==> config.mk <==
export PLATFORM = sky130hd
export DESIGN_NAME = uart_rx_core
export DESIGN_NICKNAME = d
export VERILOG_FILES = /design/src/rtl/uart_rx_pkg.sv /design/src/rtl/uart_rx_sync.sv /design/src/rtl/uart_rx_baud.sv /design/src/rtl/uart_rx_frame.sv /design/src/rtl/uart_rx_core.sv
export SDC_FILE = /design/constraint.sdc
export NUM_CORES = 1
export LEC_CHECK = 0
export BUFFER_PORTS_ARGS = -buffer_cell sky130_fd_sc_hd__buf_2
export CAP_MARGIN = 20
export CELL_PAD_IN_SITES_DETAIL_PLACEMENT = 1
export CELL_PAD_IN_SITES_GLOBAL_PLACEMENT = 2
export CORE_AREA = 2 2 115 83
export CTS_CLUSTER_SIZE = 30
export DETAILED_ROUTE_END_ITERATION = 8
export DIE_AREA = 0 0 117 85
export PLACE_DENSITY_LB_ADDON = 0.1
export SYNTH_ARGS = -nofsm -noshare
export SYNTH_HDL_FRONTEND = slang
export SYNTH_SLANG_ARGS = --single-unit
==> constraint.sdc <==
create_clock -name clk -period 4 [get_ports clk]
set_clock_uncertainty 0.2 [all_clocks]
set_input_delay 0.2 -clock clk [delete_from_list [all_inputs] [get_ports clk]]
set_output_delay 0.2 -clock clk [all_outputs]
set_load 0.03 [all_outputs]
==> src/rtl/uart_rx_pkg.sv <==
package uart_rx_pkg;

  localparam int unsigned DATA_W = 8;

  typedef enum logic [2:0] {
    ST_IDLE,
    ST_START,
    ST_DATA,
    ST_PAR,
    ST_STOP
  } rx_state_e;

  localparam logic [1:0] PAR_NONE = 2'b00;
  localparam logic [1:0] PAR_EVEN = 2'b01;
  localparam logic [1:0] PAR_ODD  = 2'b10;

  // index of the final data bit for a length code (5..8 bits)
  function automatic logic [2:0] last_bit_idx(input logic [1:0] sel);
    return 3'd4 + {1'b0, sel};
  endfunction

endpackage

==> src/rtl/uart_rx_sync.sv <==
module uart_rx_sync #(
  parameter int unsigned STAGES  = 2,
  parameter logic        RST_VAL = 1'b1
) (
  input  logic clk,
  input  logic rst_n,
  input  logic d_i,
  output logic q_o
);

  logic [STAGES-1:0] chain_q;

  always_ff @(posedge clk or negedge rst_n) begin
    if (!rst_n) chain_q <= {STAGES{RST_VAL}};
    else        chain_q <= {chain_q[STAGES-2:0], d_i};
  end

  assign q_o = chain_q[STAGES-1];

endmodule

==> src/rtl/uart_rx_baud.sv <==
module uart_rx_baud #(
  parameter int unsigned DIV_W = 16
) (
  input  logic             clk,
  input  logic             rst_n,
  input  logic             run_i,
  input  logic [DIV_W-1:0] div_i,
  output logic             mid_o,
  output logic             end_o
);

  logic [DIV_W-1:0] cnt_q, cnt_d;
  logic [DIV_W-1:0] half;

  assign half  = div_i >> 1;
  assign mid_o = run_i && (cnt_q == half - 1'b1);
  assign end_o = run_i && (cnt_q == div_i - 1'b1);

  always_comb begin
    if (!run_i || end_o) cnt_d = '0;
    else                 cnt_d = cnt_q + 1'b1;
  end

  always_ff @(posedge clk or negedge rst_n) begin
    if (!rst_n) cnt_q <= '0;
    else        cnt_q <= cnt_d;
  end

endmodule

==> src/rtl/uart_rx_frame.sv <==
module uart_rx_frame
  import uart_rx_pkg::*;
(
  input  logic              clk,
  input  logic              rst_n,
  input  logic              en_i,
  input  logic              rxd_i,
  input  logic              mid_i,
  input  logic              end_i,
  input  logic [1:0]        len_sel_i,
  input  logic [1:0]        par_mode_i,
  input  logic              rd_i,
  input  logic              clr_err_i,
  output logic              run_o,
  output logic [DATA_W-1:0] data_o,
  output logic              full_o,
  output logic              pe_o,
  output logic              oe_o,
  output logic              fe_o,
  output logic              irq_o
);

  rx_state_e         state_q, state_d;
  logic [2:0]        idx_q, idx_d;
  logic [DATA_W-1:0] shr_q, shr_d, buf_q, buf_d;
  logic              pbit_q, pbit_d, pend_q, pend_d;
  logic              full_q, full_d, pe_q, pe_d, oe_q, oe_d, fe_q, fe_d;
  logic              irq_q, irq_d, prev_q;
  logic              load, check, par_on, odd_ones;

  assign par_on   = (par_mode_i == PAR_EVEN) || (par_mode_i == PAR_ODD);
  assign odd_ones = (^shr_q) ^ pbit_q;

  // next-state and datapath
  always_comb begin
    state_d = state_q;
    idx_d   = idx_q;
    shr_d   = shr_q;
    pbit_d  = pbit_q;
    load    = 1'b0;
    check   = 1'b0;
    if (!en_i) begin
      state_d = ST_IDLE;
    end else begin
      unique case (state_q)
        ST_IDLE: if (prev_q && !rxd_i) begin
          state_d = ST_START;
          shr_d   = '0;
          idx_d   = '0;
          pbit_d  = 1'b0;
        end
        ST_START: begin
          if (mid_i && rxd_i) state_d = ST_IDLE;
          else if (end_i)     state_d = ST_DATA;
        end
        ST_DATA: begin
          if (mid_i) shr_d[idx_q] = rxd_i;
          if (end_i) begin
            if (idx_q == last_bit_idx(len_sel_i)) begin
              if (par_on) state_d = ST_PAR;
              else begin
                load    = 1'b1;
                state_d = ST_STOP;
              end
            end else begin
              idx_d = idx_q + 1'b1;
            end
          end
        end
        ST_PAR: begin
          if (mid_i) pbit_d = rxd_i;
          if (end_i) begin
            load    = 1'b1;
            state_d = ST_STOP;
          end
        end
        ST_STOP: if (mid_i) begin
          check   = 1'b1;
          state_d = ST_IDLE;
        end
        default: state_d = ST_IDLE;
      endcase
    end

    pend_d = pend_q;
    buf_d  = buf_q;
    full_d = full_q;
    if (load) begin
      buf_d  = shr_q;
      full_d = 1'b1;
      pend_d = par_on && ((par_mode_i == PAR_EVEN) ? odd_ones : !odd_ones);
    end else if (rd_i) begin
      full_d = 1'b0;
    end

    pe_d = clr_err_i ? 1'b0 : pe_q;
    oe_d = clr_err_i ? 1'b0 : oe_q;
    fe_d = clr_err_i ? 1'b0 : fe_q;
    if (load && full_q && !rd_i) oe_d = 1'b1;
    if (check && pend_q)         pe_d = 1'b1;
    if (check && !rxd_i)         fe_d = 1'b1;
    irq_d = check;
  end

  // registers
  always_ff @(posedge clk or negedge rst_n) begin
    if (!rst_n) begin
      state_q <= ST_IDLE;
      idx_q   <= '0;
      shr_q   <= '0;
      pbit_q  <= 1'b0;
      pend_q  <= 1'b0;
      buf_q   <= '0;
      full_q  <= 1'b0;
      pe_q    <= 1'b0;
      oe_q    <= 1'b0;
      fe_q    <= 1'b0;
      irq_q   <= 1'b0;
      prev_q  <= 1'b1;
    end else begin
      state_q <= state_d;
      idx_q   <= idx_d;
      shr_q   <= shr_d;
      pbit_q  <= pbit_d;
      pend_q  <= pend_d;
      buf_q   <= buf_d;
      full_q  <= full_d;
      pe_q    <= pe_d;
      oe_q    <= oe_d;
      fe_q    <= fe_d;
      irq_q   <= irq_d;
      prev_q  <= rxd_i;
    end
  end

  assign run_o  = (state_q != ST_IDLE);
  assign data_o = buf_q;
  assign full_o = full_q;
  assign pe_o   = pe_q;
  assign oe_o   = oe_q;
  assign fe_o   = fe_q;
  assign irq_o  = irq_q;

endmodule

==> src/rtl/uart_rx_core.sv <==
module uart_rx_core
  import uart_rx_pkg::*;
#(
  parameter int unsigned DIV_W     = 16,
  parameter int unsigned SYNC_DEPTH = 2
) (
  input  logic              clk,
  input  logic              rst_n,
  input  logic              rxd_i,
  input  logic              en_i,
  input  logic [1:0]        len_sel_i,
  input  logic [1:0]        par_mode_i,
  input  logic [DIV_W-1:0]  baud_div_i,
  input  logic              rd_i,
  input  logic              clr_err_i,
  output logic [DATA_W-1:0] rx_data_o,
  output logic              rx_full_o,
  output logic              par_err_o,
  output logic              ovr_err_o,
  output logic              frm_err_o,
  output logic              irq_o
);

  logic [1:0] rst_pipe_q;
  logic       rst_int_n, rxd_s, run, mid_tick, end_tick;

  // asynchronous assertion, synchronous release
  always_ff @(posedge clk or negedge rst_n) begin
    if (!rst_n) rst_pipe_q <= 2'b00;
    else        rst_pipe_q <= {rst_pipe_q[0], 1'b1};
  end
  assign rst_int_n = rst_pipe_q[1];

  uart_rx_sync #(.STAGES(SYNC_DEPTH), .RST_VAL(1'b1)) u_sync (
    .clk   (clk),
    .rst_n (rst_int_n),
    .d_i   (rxd_i),
    .q_o   (rxd_s)
  );

  uart_rx_baud #(.DIV_W(DIV_W)) u_baud (
    .clk   (clk),
    .rst_n (rst_int_n),
    .run_i (run),
    .div_i (baud_div_i),
    .mid_o (mid_tick),
    .end_o (end_tick)
  );

  uart_rx_frame u_frame (
    .clk        (clk),
    .rst_n      (rst_int_n),
    .en_i       (en_i),
    .rxd_i      (rxd_s),
    .mid_i      (mid_tick),
    .end_i      (end_tick),
    .len_sel_i  (len_sel_i),
    .par_mode_i (par_mode_i),
    .rd_i       (rd_i),
    .clr_err_i  (clr_err_i),
    .run_o      (run),
    .data_o     (rx_data_o),
    .full_o     (rx_full_o),
    .pe_o       (par_err_o),
    .oe_o       (ovr_err_o),
    .fe_o       (frm_err_o),
    .irq_o      (irq_o)
  );

endmodule

After elaboration in Yosys (flattened, before gate mapping)
Cells that the tools add are included.
{"block": "totals", "mem_bits_rw": 0, "latch_bits": 0, "out_inout_bits": 13, "mem_bits_ro": 0, "in_bits": 26, "n_memories": 0, "register_bits": 50, "word_cells": 112}
{"block": "classes", "n_mux": 40, "reduce_logical": 29, "addsub": 5, "magnitude_cmp": 2, "div": 0, "n_eq_ne": 20, "shifts": 0, "bitwise": 1, "n_mul": 0}
{"op": "$mux W3", "n": 12}
{"op": "$eq A16 B16 Y1", "n": 2}
{"op": "$mux W1", "n": 18}
{"op": "$add A16 B1 Y16 const B", "n": 1}
{"op": "$mux W16", "n": 1}
{"op": "$mux W8", "n": 2}
{"op": "$pmux W8 S2", "n": 1}
{"op": "$sub A15 B1 Y16 const B", "n": 1}
{"op": "$sub A16 B1 Y16 const B", "n": 1}
{"op": "$ne A3 B2 Y1 const B", "n": 5}
{"op": "$pmux W3 S5", "n": 1}
{"op": "$reduce_bool A2 Y1", "n": 6}
{"op": "$logic_and A1 B1 Y1", "n": 10}
{"op": "$bwmux W8", "n": 1}
{"op": "$ne A2 B1 Y1 const B", "n": 4}
{"op": "$reduce_and A4 Y1", "n": 2}
{"op": "$reduce_xor A8 Y1", "n": 1}
{"op": "$eq A3 B2 Y1 const B", "n": 2}
{"op": "$pmux W3 S2", "n": 1}
{"op": "$reduce_and A6 Y1", "n": 1}
{"op": "$reduce_and A5 Y1", "n": 1}
{"op": "$logic_not A1 Y1", "n": 4}
{"op": "$lt A3 B4 Y1 const B", "n": 1}
{"op": "$ne A4 B2 Y1 const B", "n": 1}
{"op": "other kinds (15)", "n": 17}

Depth between registers and ports, before layout
{"block": "depth", "depth_word": 10, "ltp_mapped": 12}

By module
Synthesis repeated with hierarchy kept, for this count alone.
{"block": "unflattened", "hier_cells": 383, "area_unflattened_um2": 3609.7}
{"module": "uart_rx_baud", "area_each_um2": 1896.8, "seq_area_each_um2": 400.4, "cells_per_inst": 230, "instances": 1}
{"module": "uart_rx_frame", "area_each_um2": 1606.5, "seq_area_each_um2": 752.0, "cells_per_inst": 148, "instances": 1}
{"module": "uart_rx_core", "area_each_um2": 53.8, "seq_area_each_um2": 50.0, "cells_per_inst": 3, "instances": 1}
{"module": "uart_rx_sync", "area_each_um2": 52.6, "seq_area_each_um2": 52.6, "cells_per_inst": 2, "instances": 1}

Least setup slack after synthesis
Ideal clock, no wire load.
{"block": "synth_timing", "path_type": "input-to-reg", "startpoint": "input baud_div_i[1]", "endpoint": "register u_frame.buf_q[3] (netlist: u_frame.data_o[3])", "t_required_ns": 3.675, "t_arrival_ns": 2.719, "cell_stages": 11, "path_buffers": 2, "setup_time_ns": 0.125, "path_slack_ns": 0.956, "cell_sequence": "inv_1 -> ha_1 -> nor2b_1 -> a31oi_1 -> or4_4 -> nor4_2 -> nand4_1 -> or4_1 -> buf_2 -> buf_6 -> mux2_4"}
{"block": "synth_via", "elab_chain_len": 6, "elab_cells_between_ends": 7, "classes_between": "add/sub: 1; eq/ne: 1; mux: 4; reduce/logical: 1"}
{"element": "start, declared", "line_no": "uart_rx_core.sv:13", "source": "input logic [DIV_W-1:0] baud_div_i,"}
{"element": "$sub A16 B1 Y16 (*)", "line_no": "uart_rx_baud.sv:17", "source": "assign end_o = run_i && (cnt_q == div_i - 1'b1);"}
{"element": "$eq A16 B16 Y1 (*)", "line_no": "uart_rx_baud.sv:17"}
{"element": "$logic_and A1 B1 Y1 (*)", "line_no": "uart_rx_baud.sv:17"}
{"element": "$mux W1 (on tied branches)", "line_no": "uart_rx_frame.sv:72, uart_rx_frame.sv:58"}
{"element": "$pmux W1 S2 (*)", "line_no": "uart_rx_frame.sv:45", "source": "unique case (state_q)"}
{"element": "$mux W1 (*)", "line_no": "uart_rx_frame.sv:42", "source": "if (!en_i) begin"}
{"element": "end signal, assigned", "line_no": "uart_rx_frame.sv:126", "source": "buf_q <= buf_d;"}
{"element": "end, declared", "line_no": "uart_rx_frame.sv:25", "source": "logic [DATA_W-1:0] shr_q, shr_d, buf_q, buf_d;"}
Mark *: on every way between the ends. The rest lies on a longest branch, timed or not.
A chain may end at the register's enable or synchronous reset.

Worst setup path in the final report
{"block": "layout_timing", "startpoint": "register u_baud.cnt_q[4]", "endpoint": "register u_frame.oe_q (netlist: u_frame.oe_o)"}
{"block": "layout_via", "elab_chain_len": 8, "elab_cells_between_ends": 10, "classes_between": "eq/ne: 1; mux: 5; reduce/logical: 4"}
{"element": "start, declared", "line_no": "uart_rx_baud.sv:12", "source": "logic [DIV_W-1:0] cnt_q, cnt_d;"}
{"element": "start signal, assigned", "line_no": "uart_rx_baud.sv:26", "source": "else cnt_q <= cnt_d;"}
{"element": "$eq A16 B16 Y1 (*)", "line_no": "uart_rx_baud.sv:17"}
{"element": "$logic_and A1 B1 Y1 (*)", "line_no": "uart_rx_baud.sv:17"}
{"element": "$mux W1 (on tied branches)", "line_no": "uart_rx_frame.sv:72, uart_rx_frame.sv:58"}
{"element": "$pmux W1 S2 (*)", "line_no": "uart_rx_frame.sv:45"}
{"element": "$mux W1 (*)", "line_no": "uart_rx_frame.sv:42"}
{"element": "$logic_and A1 B1 Y1 (*) (2 in a row)", "line_no": "uart_rx_frame.sv:99", "source": "if (load && full_q && !rd_i) oe_d = 1'b1;"}
{"element": "$mux W1 / $reduce_bool A2 Y1 (equally long branches)"}
{"element": "end signal, assigned", "line_no": "uart_rx_frame.sv:116", "source": "oe_q <= 1'b0;"}
{"element": "end signal, assigned", "line_no": "uart_rx_frame.sv:129", "source": "oe_q <= oe_d;"}
{"element": "end, declared", "line_no": "uart_rx_frame.sv:27", "source": "logic full_q, full_d, pe_q, pe_d, oe_q, oe_d, fe_q, fe_d;"}
Marks and branches as above.

==> run_results.csv <==
group,metric,value,unit
status,outcome,"completed",
synth,syn_area,3470,um^2
critical_path,critPathMaxFanout,13,
placement,place_inst,526,
power,power_density,301,nW/um^2
sta,setup_tns,0,ns
worst_hold_path,hp-class,"in -> async",
clocking,cts_buffers,5,
global_routing,grt_pass1_wl,16.1,mm
synth,synth_ff_type,"dfrtp_1",
sta,grt_setup_unrepaired,"false",
global_routing,antenna_found_initial,0,
synth,syn-num-nets,412,
floorplan,rows,29,
placement,finalWeightedCongestion,0.837,
clocking,clockRootBuffer,"clkbuf_16",
global_routing,grt_pass1_vias,2944,
sta,setup_viol,0,
critical_path,crit_type,"reg -> reg",
clocking,post_cts_resized,0,
critical_path,crit_required,4.04,ns
finish,multi_input_area,2070,um^2
finish,fill_cells,1050,
clocking,clk_path_buf_depth,2,
route,detail-route-antenna-nets,0,
route,drc,0,
critical_path,crit_path_end_kind,"register",
finish,layout-drive-gt1-share,17.5,%
placement,dp_hpwl,7.52,mm
synth,syn_area_per_cell,9.14,um^2
finish,num-nets-final,447,
global_routing,grt_remaining_overflow,0,
clocking,cts_tree,"yes",
route,drt-wirelength-per-cell,17.8,um
sta,tightest_slew,0.590,ns
flow_run,cap_violations,0,
power,p_leak,1.75,nW
synth,yosysTopAreaCell,"dfrtp_1",
power,peakVddDrop,0.286,mV
synth,synth_edf_count,0,
route,routed-via-count,2880,
route,first_pass_iters,4,
synth,synth-seq-area-share,36.1,%
clocking,postCtsHoldBufs,4,
synth,synth_cell_types,59,
sta,max_freq,0.270,GHz
critical_path,worstPathArrival,3.75,ns
clocking,cts.htree.levels,2,
synth,ys_warn_count,0,
global_routing,grtUsageTotal,21.3,%
finish,final_cell_mix,"xnor2_1, dfrtp_1, buf_2, nor2_1, xor2_1",
synth,synth_area_leaders,"dfrtp_1, xnor2_1, xor2_1",
sta,hold_violations,0,
placement,port_buffers,38,
critical_path,startpoint_type,"register",
floorplan,core,8890,um^2
clocking,clk_latency,0.30,ns
clocking,cts.sinks,50,
clocking,clkTransAtPathRegs,0.07,ns
floorplan,start_util,39.1,%
route,totalWireLength,9.63,mm
finish,post_layout_nonfiller_instances,540,
sta,relSlewSlack,60.7,%
synth,async_flop_share,100,%
global_routing,grt_max_degree,49,
clocking,post_cts_buffers,0,
floorplan,fp.dieArea,9950,um^2
placement,place_area,3760,um^2
floorplan,die_y,85,um
finish,design_area,4010,um^2
sta,slew_violations,0,
synth,synth_top_area_share,33.9,%
sta,post-route-min-period,3.70,ns
sta,fin_crit_sh,92.6,%
finish,area_growth,15.4,%
floorplan,die_w,117,um
floorplan,io_pins,39,
synth,syn_inst,380,
route,routed_via_density,5.33,
finish,diodes,0,
synth,ys_ff_latch,50,
route,first_iter_violations,231,
finish,ff_latch_area,1260,um^2
==> cell families after synthesis <==
kind of cell | share of synthesized area [%]
AO/OA/AOI/OAI | 12.0
XOR/XNOR | 17.7
adder cells (fa/ha/maj) | 2.16
buffers and inverters | 4.36
flip-flops | 36.1
multiplexers | 4.65
other | 0.108
AND/OR/NAND/NOR | 23.0
==> per-layer routing <==
metal | vias to the layer above | part of all wire (%) | global-route usage [%] | routed length [um]
met5 | - | 0 | 0 | 0
met4 | 0 | 0.82 | 4.17 | 79
met3 | 8 | 5.3 | 3.64 | 508
met2 | 57 | 39 | 28.4 | 3720
met1 | 1406 | 55 | 35.2 | 5320
li1 | 1409 | - | - | -
==> worst max-delay path, stage by stage (launching register included) <==
cell	delay [ns]
dfrtp_1	0.50
xnor2_1	0.27
a31oi_1	0.08
or4_4	0.54
nor4_2	0.24
nand4_1	0.16
or4_1	0.85
o2bb2ai_1	0.24
dlygate4sd3_1	0.56
==> flip-flops by register name (all words and copies together), names as in the netlist <==
signal / flops
u_frame.state_q: 3
u_frame.fe_o: 1
u_frame.oe_o: 1
u_baud.cnt_q: 16
u_sync.chain_q: 2
u_frame.data_o: 8
u_frame.idx_q: 3
u_frame.shr_q: 8
u_frame.full_o: 1
u_frame.pend_q: 1
u_frame.prev_q: 1
u_frame.pbit_q: 1
u_frame.irq_o: 1
u_frame.pe_o: 1
rst_pipe_q: 2
==> final timing paths <==
check	start	endpoint	slack [ns]	cells after the start
worst max-delay path	u_baud.cnt_q[4]$_DFF_PN0_	u_frame.oe_o$_DFFE_PN0P_	0.30	8
min in group clk	en_i	u_frame.state_q[2]$_DFFE_PN0P_	0.03	3
worst min-delay path	rst_n	rst_pipe_q[1]$_DFF_PN0_	0.01	2
worst min register to register	rst_pipe_q[1]$_DFF_PN0_	u_sync.chain_q[0]$_DFF_PN1_	0.07	0
worst max register to register	u_baud.cnt_q[4]$_DFF_PN0_	u_frame.oe_o$_DFFE_PN0P_	0.30	8
max in group asynchronous	rst_pipe_q[1]$_DFF_PN0_	u_frame.idx_q[1]$_DFFE_PN0P_	2.80	1
==> synthesized netlist by cell type, types with 5 or more instances <==
library cell / n
nand4_1: 7
o21ai_1: 7
and3_1: 7
a21oi_1: 8
nor4_1: 10
inv_1: 12
mux2_4: 5
nor3b_1: 6
dfrtp_1: 47
nor2_1: 33
nor3_1: 11
xor2_1: 24
xnor2_1: 46
ha_1: 6
o31ai_1: 9
nand3_1: 21
clkbuf_1: 15
nand2_1: 22
o21ai_0: 10
==> per-stage QoR <==
stage               util [%]  total power, mW  hold WS, ns  setup slack, ns
finish                  45.1             1.20       0.0146            0.295
global route            45.1             1.25       0.0220           0.0824
CTS                     44.7             1.21      0.00108            0.288
detailed placement      42.4            0.698       -0.213            0.438
global placement        42.4            0.696       -0.215            0.548
floorplan                  -            0.642       -0.296            0.956
==> power by group <==
group / leakage, nW / total (mW) / internal [mW] / switching, mW
clock: 0.0848 / 0.511 / 0.300 / 0.211
combinational: 0.982 / 0.171 / 0.0652 / 0.106
sequential: 0.681 / 0.523 / 0.513 / 0.00962
==> layout make-up <==
cell class	count	share of cell area, %
multi-input combinational	295	51.5
inverter	12	1.12
timing repair buffer	51	7.81
sequential	50	31.3
clock buffer	5	3.12
clock inverter	3	1.19
tap	124	3.87
Note: power is estimated with default switching activity, not from simulation.
